===== config.mk =====
export PLATFORM = sky130hd
export DESIGN_NAME = dusk_dawn_lamp
export DESIGN_NICKNAME = d
export VERILOG_FILES = /design/src/rtl/lampctl_pkg.sv /design/src/rtl/lc_sync.sv /design/src/rtl/lc_edge.sv /design/src/rtl/lc_debounce.sv /design/src/rtl/dusk_dawn_lamp.sv
export SDC_FILE = /design/constraint.sdc
export NUM_CORES = 1
export LEC_CHECK = 0
export CORE_AREA = 2 2 39 41
export CTS_BUF_LIST = sky130_fd_sc_hd__clkbuf_8
export CTS_CLUSTER_DIAMETER = 100
export DETAILED_ROUTE_END_ITERATION = 10
export DIE_AREA = 0 0 41 43
export SKIP_LAST_GASP = 1
export SYNTH_ARGS = -nofsm -noshare
export SYNTH_HDL_FRONTEND = slang
export SYNTH_SLANG_ARGS = --single-unit
export TNS_END_PERCENT = 20

===== constraint.sdc =====
create_clock -name clk -period 1.5 [get_ports clk]
set_clock_uncertainty 0.2 [all_clocks]
set_input_delay 0.3 -clock clk [delete_from_list [all_inputs] [get_ports clk]]
set_output_delay 0.3 -clock clk [all_outputs]
set_load 0.02 [all_outputs]

===== src/rtl/lampctl_pkg.sv =====
// Shared types for the dusk/dawn lamp controller.
// Assumes: nothing beyond a single clock domain for all users.
package lampctl_pkg;

    // Next-state action selected for the lamp register.
    typedef enum logic [1:0] {
        ACT_HOLD = 2'd0,
        ACT_ON   = 2'd1,
        ACT_OFF  = 2'd2,
        ACT_FLIP = 2'd3
    } lamp_act_e;

endpackage


===== src/rtl/lc_sync.sv =====
// Two-flop synchronizer, one chain per bit.
// Assumes: each bit is an independent slow level; no reset is needed,
// since the chain settles within two cycles of any steady input.
module lc_sync #(
    parameter int WIDTH = 2
) (
    input  logic             clk,
    input  logic [WIDTH-1:0] d,
    output logic [WIDTH-1:0] q
);

    generate
        for (genvar b = 0; b < WIDTH; b++) begin : g_bit
            logic meta_q;
            logic safe_q;

            // Shift the asynchronous level through two flops.
            always_ff @(posedge clk) begin
                meta_q <= d[b];
                safe_q <= meta_q;
            end

            assign q[b] = safe_q;
        end
    endgenerate

endmodule


===== src/rtl/lc_edge.sv =====
// Rising and falling edge detector on synchronized levels.
// Assumes: the inputs are already in the clk domain. Reset loads the
// history with the present level, so no edge is reported for a level
// that was already present during reset.
module lc_edge #(
    parameter int WIDTH = 1
) (
    input  logic             clk,
    input  logic             rst_n,
    input  logic [WIDTH-1:0] lvl,
    output logic [WIDTH-1:0] rise,
    output logic [WIDTH-1:0] fall
);

    logic [WIDTH-1:0] hist_q;

    // Remember the last level; reset loads the present one.
    always_ff @(posedge clk) begin
        hist_q <= lvl;
    end

    generate
        for (genvar b = 0; b < WIDTH; b++) begin : g_det
            assign rise[b] = rst_n &  lvl[b] & ~hist_q[b];
            assign fall[b] = rst_n & ~lvl[b] &  hist_q[b];
        end
    endgenerate

endmodule


===== src/rtl/lc_debounce.sv =====
// Counter debouncer with rising-edge press output.
// Assumes: raw is synchronized. A new level is taken only after it has
// differed from the accepted one on CYCLES consecutive edges. press is
// high for one cycle after the accepted level rises.
module lc_debounce #(
    parameter int CYCLES = 16
) (
    input  logic clk,
    input  logic rst_n,
    input  logic raw,
    output logic press
);

    localparam int CW = (CYCLES > 2) ? $clog2(CYCLES) : 1;
    localparam logic [CW-1:0] LAST = CW'(CYCLES - 1);

    logic [CW-1:0] run_q;
    logic          level_q;
    logic          level_d1_q;

    // Count consecutive disagreeing samples; adopt the level at the limit.
    always_ff @(posedge clk) begin
        if (!rst_n) begin
            run_q   <= '0;
            level_q <= raw;
        end else if (raw != level_q) begin
            if (run_q == LAST) begin
                run_q   <= '0;
                level_q <= raw;
            end else begin
                run_q <= run_q + 1'b1;
            end
        end else begin
            run_q <= '0;
        end
    end

    // Keep the previous accepted level for edge detection.
    always_ff @(posedge clk) begin
        level_d1_q <= level_q;
    end

    assign press = rst_n & level_q & ~level_d1_q;

endmodule


===== src/rtl/dusk_dawn_lamp.sv =====
// Lamp controller: forced on at dusk, forced off at dawn, and flipped
// by each debounced remote press.
// Assumes: day_night is a clean level (1 = night) and remote_raw is
// noisy; both are asynchronous to clk. Dusk/dawn outrank a press.
module dusk_dawn_lamp #(
    parameter int DEBOUNCE_CYCLES = 16
) (
    input  logic clk,
    input  logic rst_n,
    input  logic day_night,
    input  logic remote_raw,
    output logic lamp_on,
    output logic dusk_pulse,
    output logic dawn_pulse,
    output logic remote_event
);
    import lampctl_pkg::*;

    localparam int NSYNC = 2;
    localparam int IDX_DN  = 0;
    localparam int IDX_REM = 1;

    logic [NSYNC-1:0] sync_lvl;
    logic [0:0]       dn_rise;
    logic [0:0]       dn_fall;
    logic             press;
    lamp_act_e        act;
    logic             lamp_q;

    lc_sync #(.WIDTH(NSYNC)) u_sync (
        .clk (clk),
        .d   ({remote_raw, day_night}),
        .q   (sync_lvl)
    );

    lc_edge #(.WIDTH(1)) u_dn_edge (
        .clk   (clk),
        .rst_n (rst_n),
        .lvl   (sync_lvl[IDX_DN +: 1]),
        .rise  (dn_rise),
        .fall  (dn_fall)
    );

    lc_debounce #(.CYCLES(DEBOUNCE_CYCLES)) u_deb (
        .clk   (clk),
        .rst_n (rst_n),
        .raw   (sync_lvl[IDX_REM]),
        .press (press)
    );

    // Pick the lamp action; dusk/dawn win over a press.
    always_comb begin
        if (dn_rise[0])      act = ACT_ON;
        else if (dn_fall[0]) act = ACT_OFF;
        else if (press)      act = ACT_FLIP;
        else                 act = ACT_HOLD;
    end

    // Lamp state register, cleared by reset.
    always_ff @(posedge clk) begin
        if (!rst_n) begin
            lamp_q <= 1'b0;
        end else begin
            case (act)
                ACT_ON:   lamp_q <= 1'b1;
                ACT_OFF:  lamp_q <= 1'b0;
                ACT_FLIP: lamp_q <= ~lamp_q;
                default:  lamp_q <= lamp_q;
            endcase
        end
    end

    assign lamp_on      = lamp_q;
    assign dusk_pulse   = dn_rise[0];
    assign dawn_pulse   = dn_fall[0];
    assign remote_event = press;

endmodule


==> results.json <==
{
  "initial_core_util_pct": 28.7,
  "vias": 284,
  "layout_commonest_cell": "dfxtp_1",
  "fp.dieH_um": 43,
  "met1_usage_pct": 7.59,
  "combPwrFrac_pct": 8.4,
  "switching_power_mw": 0.148,
  "die_w_um": 41,
  "drc": 0,
  "rsz0062_at_grt": "true",
  "min_period_ns": 1.60,
  "setup_slack_ns": -0.100,
  "synth_compound_area_share_pct": 4.42,
  "cts_buffers": 3,
  "max_cap_violations": 0,
  "grt_pass1_vias": 266,
  "io_pins": 8,
  "fin_area_um2": 584,
  "ys_seq_elements": 12,
  "min_path_type": "reg -> reg",
  "power.share.sequential_pct": 46.0,
  "nets": 56,
  "hold_buffers": 0,
  "num_rows": 14,
  "firstDrtPassIters": 1,
  "synth-xor-area-share_pct": 8.83,
  "tightest_slew_ns": 0.196,
  "track_usage_pct": 9.31,
  "setup_viol": 2,
  "cts.sinks": 12,
  "antennaDiodeCount": 0,
  "drt_wl_total_um": 556,
  "synth-adder-area-share_pct": 3.15,
  "peakVddDrop_uv": 594,
  "syn_avg_cell_area_um2": 12.0,
  "fmax_mhz": 625,
  "critPathKind": "reg -> out",
  "synthMuxAreaShare_pct": 0,
  "place_area_um2": 517,
  "drive_gt1_share_pct": 32.0,
  "place.gp.congestion": 0.641,
  "violations": "setup timing",
  "grt_pass1_wl_um": 972,
  "ant_nets": 0,
  "post-route-util_pct": 42.2,
  "syn_area_um2": 397,
  "instances_no_fill": 66,
  "maxSlewHeadroom_pct": 86.8,
  "cp_data_arrival_time_ns": 1.10,
  "slew_viol_final": 0,
  "start_kind": "register",
  "via_per_inst": 4.30,
  "clkPwrFrac_pct": 45.6,
  "area_delta_synth_final_pct": 47.3,
  "busiest_layer": "met2",
  "seq_area_frac_synth_pct": 63.1,
  "antenna_found_initial": 0,
  "globalRouteMet2Util_pct": 12.2,
  "final_cell_mix": "dfxtp_1 (11), buf_4 (6), nor2_1 (4), clkbuf_8 (4), xnor2_1 (3)",
  "met3_usage_pct": 6.28,
  "synthDistinctLibCells": 15,
  "cp-end-kind": "output pin",
  "synthCells": 33,
  "powerDensity_nw_per_um2": 1300,
  "dp_hpwl_um": 420,
  "clkTransAtPathRegs_ns": 0.05,
  "grt_max_degree": 8,
  "synth_top_family_by_area": "simple AND/OR/NAND/NOR gates",
  "synthSimpleGateAreaFrac_pct": 18.6,
  "core_area_um2": 1380,
  "cts.path.max_buffers": 2,
  "cts_tree": "done",
  "hold_viol_final": 0,
  "synth.net_count": 38,
  "outcome": "finished, violations left",
  "drt_iter0_drc": 0,
  "dp_cells": 60,
  "fp.dieArea_um2": 1760,
  "wire_per_inst_um": 8.42,
  "port_buffers": 7,
  "path_max_fanout": 2,
  "grt-ovfl-total": 0,
  "internal_power_mw": 0.610,
  "required_ns": 1.00,
  "sw_frac_of_total_pct": 19.6,
  "h-tree-depth": 1,
  "leakage_nw": 0.257,
  "yosysWarnings": 0,
  "clock_latency_ns": 0.24,
  "clock-root-buffer": "clkbuf_8",
  "post-route-period-util_pct": 107
}
-- routing by layer --
layer  up-vias  share of wire (%)
li1        141                  -
met1       127                 38
met2        11                 45
met3         5                8.6
met4         0                7.9
met5         -                  0
-- Yosys cell counts, drive strengths merged --
master	number	area, µm²
nor3b	1	7.51
inv	2	7.51
nand3b	1	20.0
nor2	4	15.0
o21bai	1	7.51
dfxtp	11	220
nand3	2	10.0
and3	1	6.26
xnor2	3	26.3
edfxtp	1	30.0
o21ai	2	10.0
and2b	1	8.76
ha	1	12.5
and2	1	6.26
xor2	1	8.76
-- kinds of logic after synthesis --
family                   after synthesis
XOR/XNOR                               4
AND/OR/NAND/NOR                       11
AO/OA/AOI/OAI                          3
adder cells (fa/ha/maj)                1
flip-flops                            12
buffers and inverters                  2
-- sequential cells by signal (all words and copies together) (netlist names) --
name and cells:
u_sync.g_bit.safe_q 2, lamp_on 1, u_deb.run_q 4, u_deb.level_d1_q 1, u_sync.g_bit.meta_q 2, u_deb.level_q 1, u_dn_edge.hist_q 1
-- critical path, cell delays in order (launching register included) --
cell and delay, ns:
edfxtp_1 0.37, and2b_2 0.21, and2_4 0.15, buf_6 0.12
-- power by group through the flow --
| stage | clock [mW] | combinational, mW | sequential (mW) |
|---|---|---|---|
| 2_1_floorplan | 0 | 0.0292 | 0.358 |
| 3_3_place_gp | 0 | 0.0629 | 0.355 |
| 3_5_place_dp | 0 | 0.0637 | 0.356 |
| 4_1_cts | 0.358 | 0.0607 | 0.349 |
| 5_1_grt | 0.376 | 0.0707 | 0.351 |
| 6_report | 0.345 | 0.0640 | 0.349 |
-- worst paths after layout --
kind	slack (ns)	endpoint	from	cells past startpoint
worst max-delay path	-0.10	remote_event	u_deb.level_q$_DFFE_PP_	3
worst min-delay path	0.12	u_sync.g_bit[0].safe_q$_DFF_P_	u_sync.g_bit[0].meta_q$_DFF_P_	0
worst min register to register	0.12	u_sync.g_bit[0].safe_q$_DFF_P_	u_sync.g_bit[0].meta_q$_DFF_P_	0
worst max register to register	0.02	u_deb.level_q$_DFFE_PP_	u_deb.level_q$_DFFE_PP_	4
-- metrics by stage --
step	setup TNS, ns	hold slack [ns]	power, mW	setup WS [ns]
global placement	-1.84	0.110	0.418	-0.645
detailed placement	-1.90	0.114	0.420	-0.658
finish	-0.124	0.125	0.758	-0.100
floorplan	0	0.110	0.387	0.131
CTS	-0.178	0.126	0.768	-0.135
global route	-0.245	0.136	0.798	-0.137
-- cell type report --
type | count | area, µm²
Fill cell | 147 | 800
Sequential cell | 12 | 250
Multi-Input combinational cell | 19 | 141
Timing Repair Buffer | 13 | 110
Clock buffer | 4 | 55.1
Tap cell | 16 | 20.0
Inverter | 2 | 7.51
-- timing repair --
item	4_1_cts	5_1_grt
gates resized for setup	14	3
setup buffers	1	1
gates cloned	0	0
endpoints found under the setup margin	4	4
(Power assumes the default switching activity.)
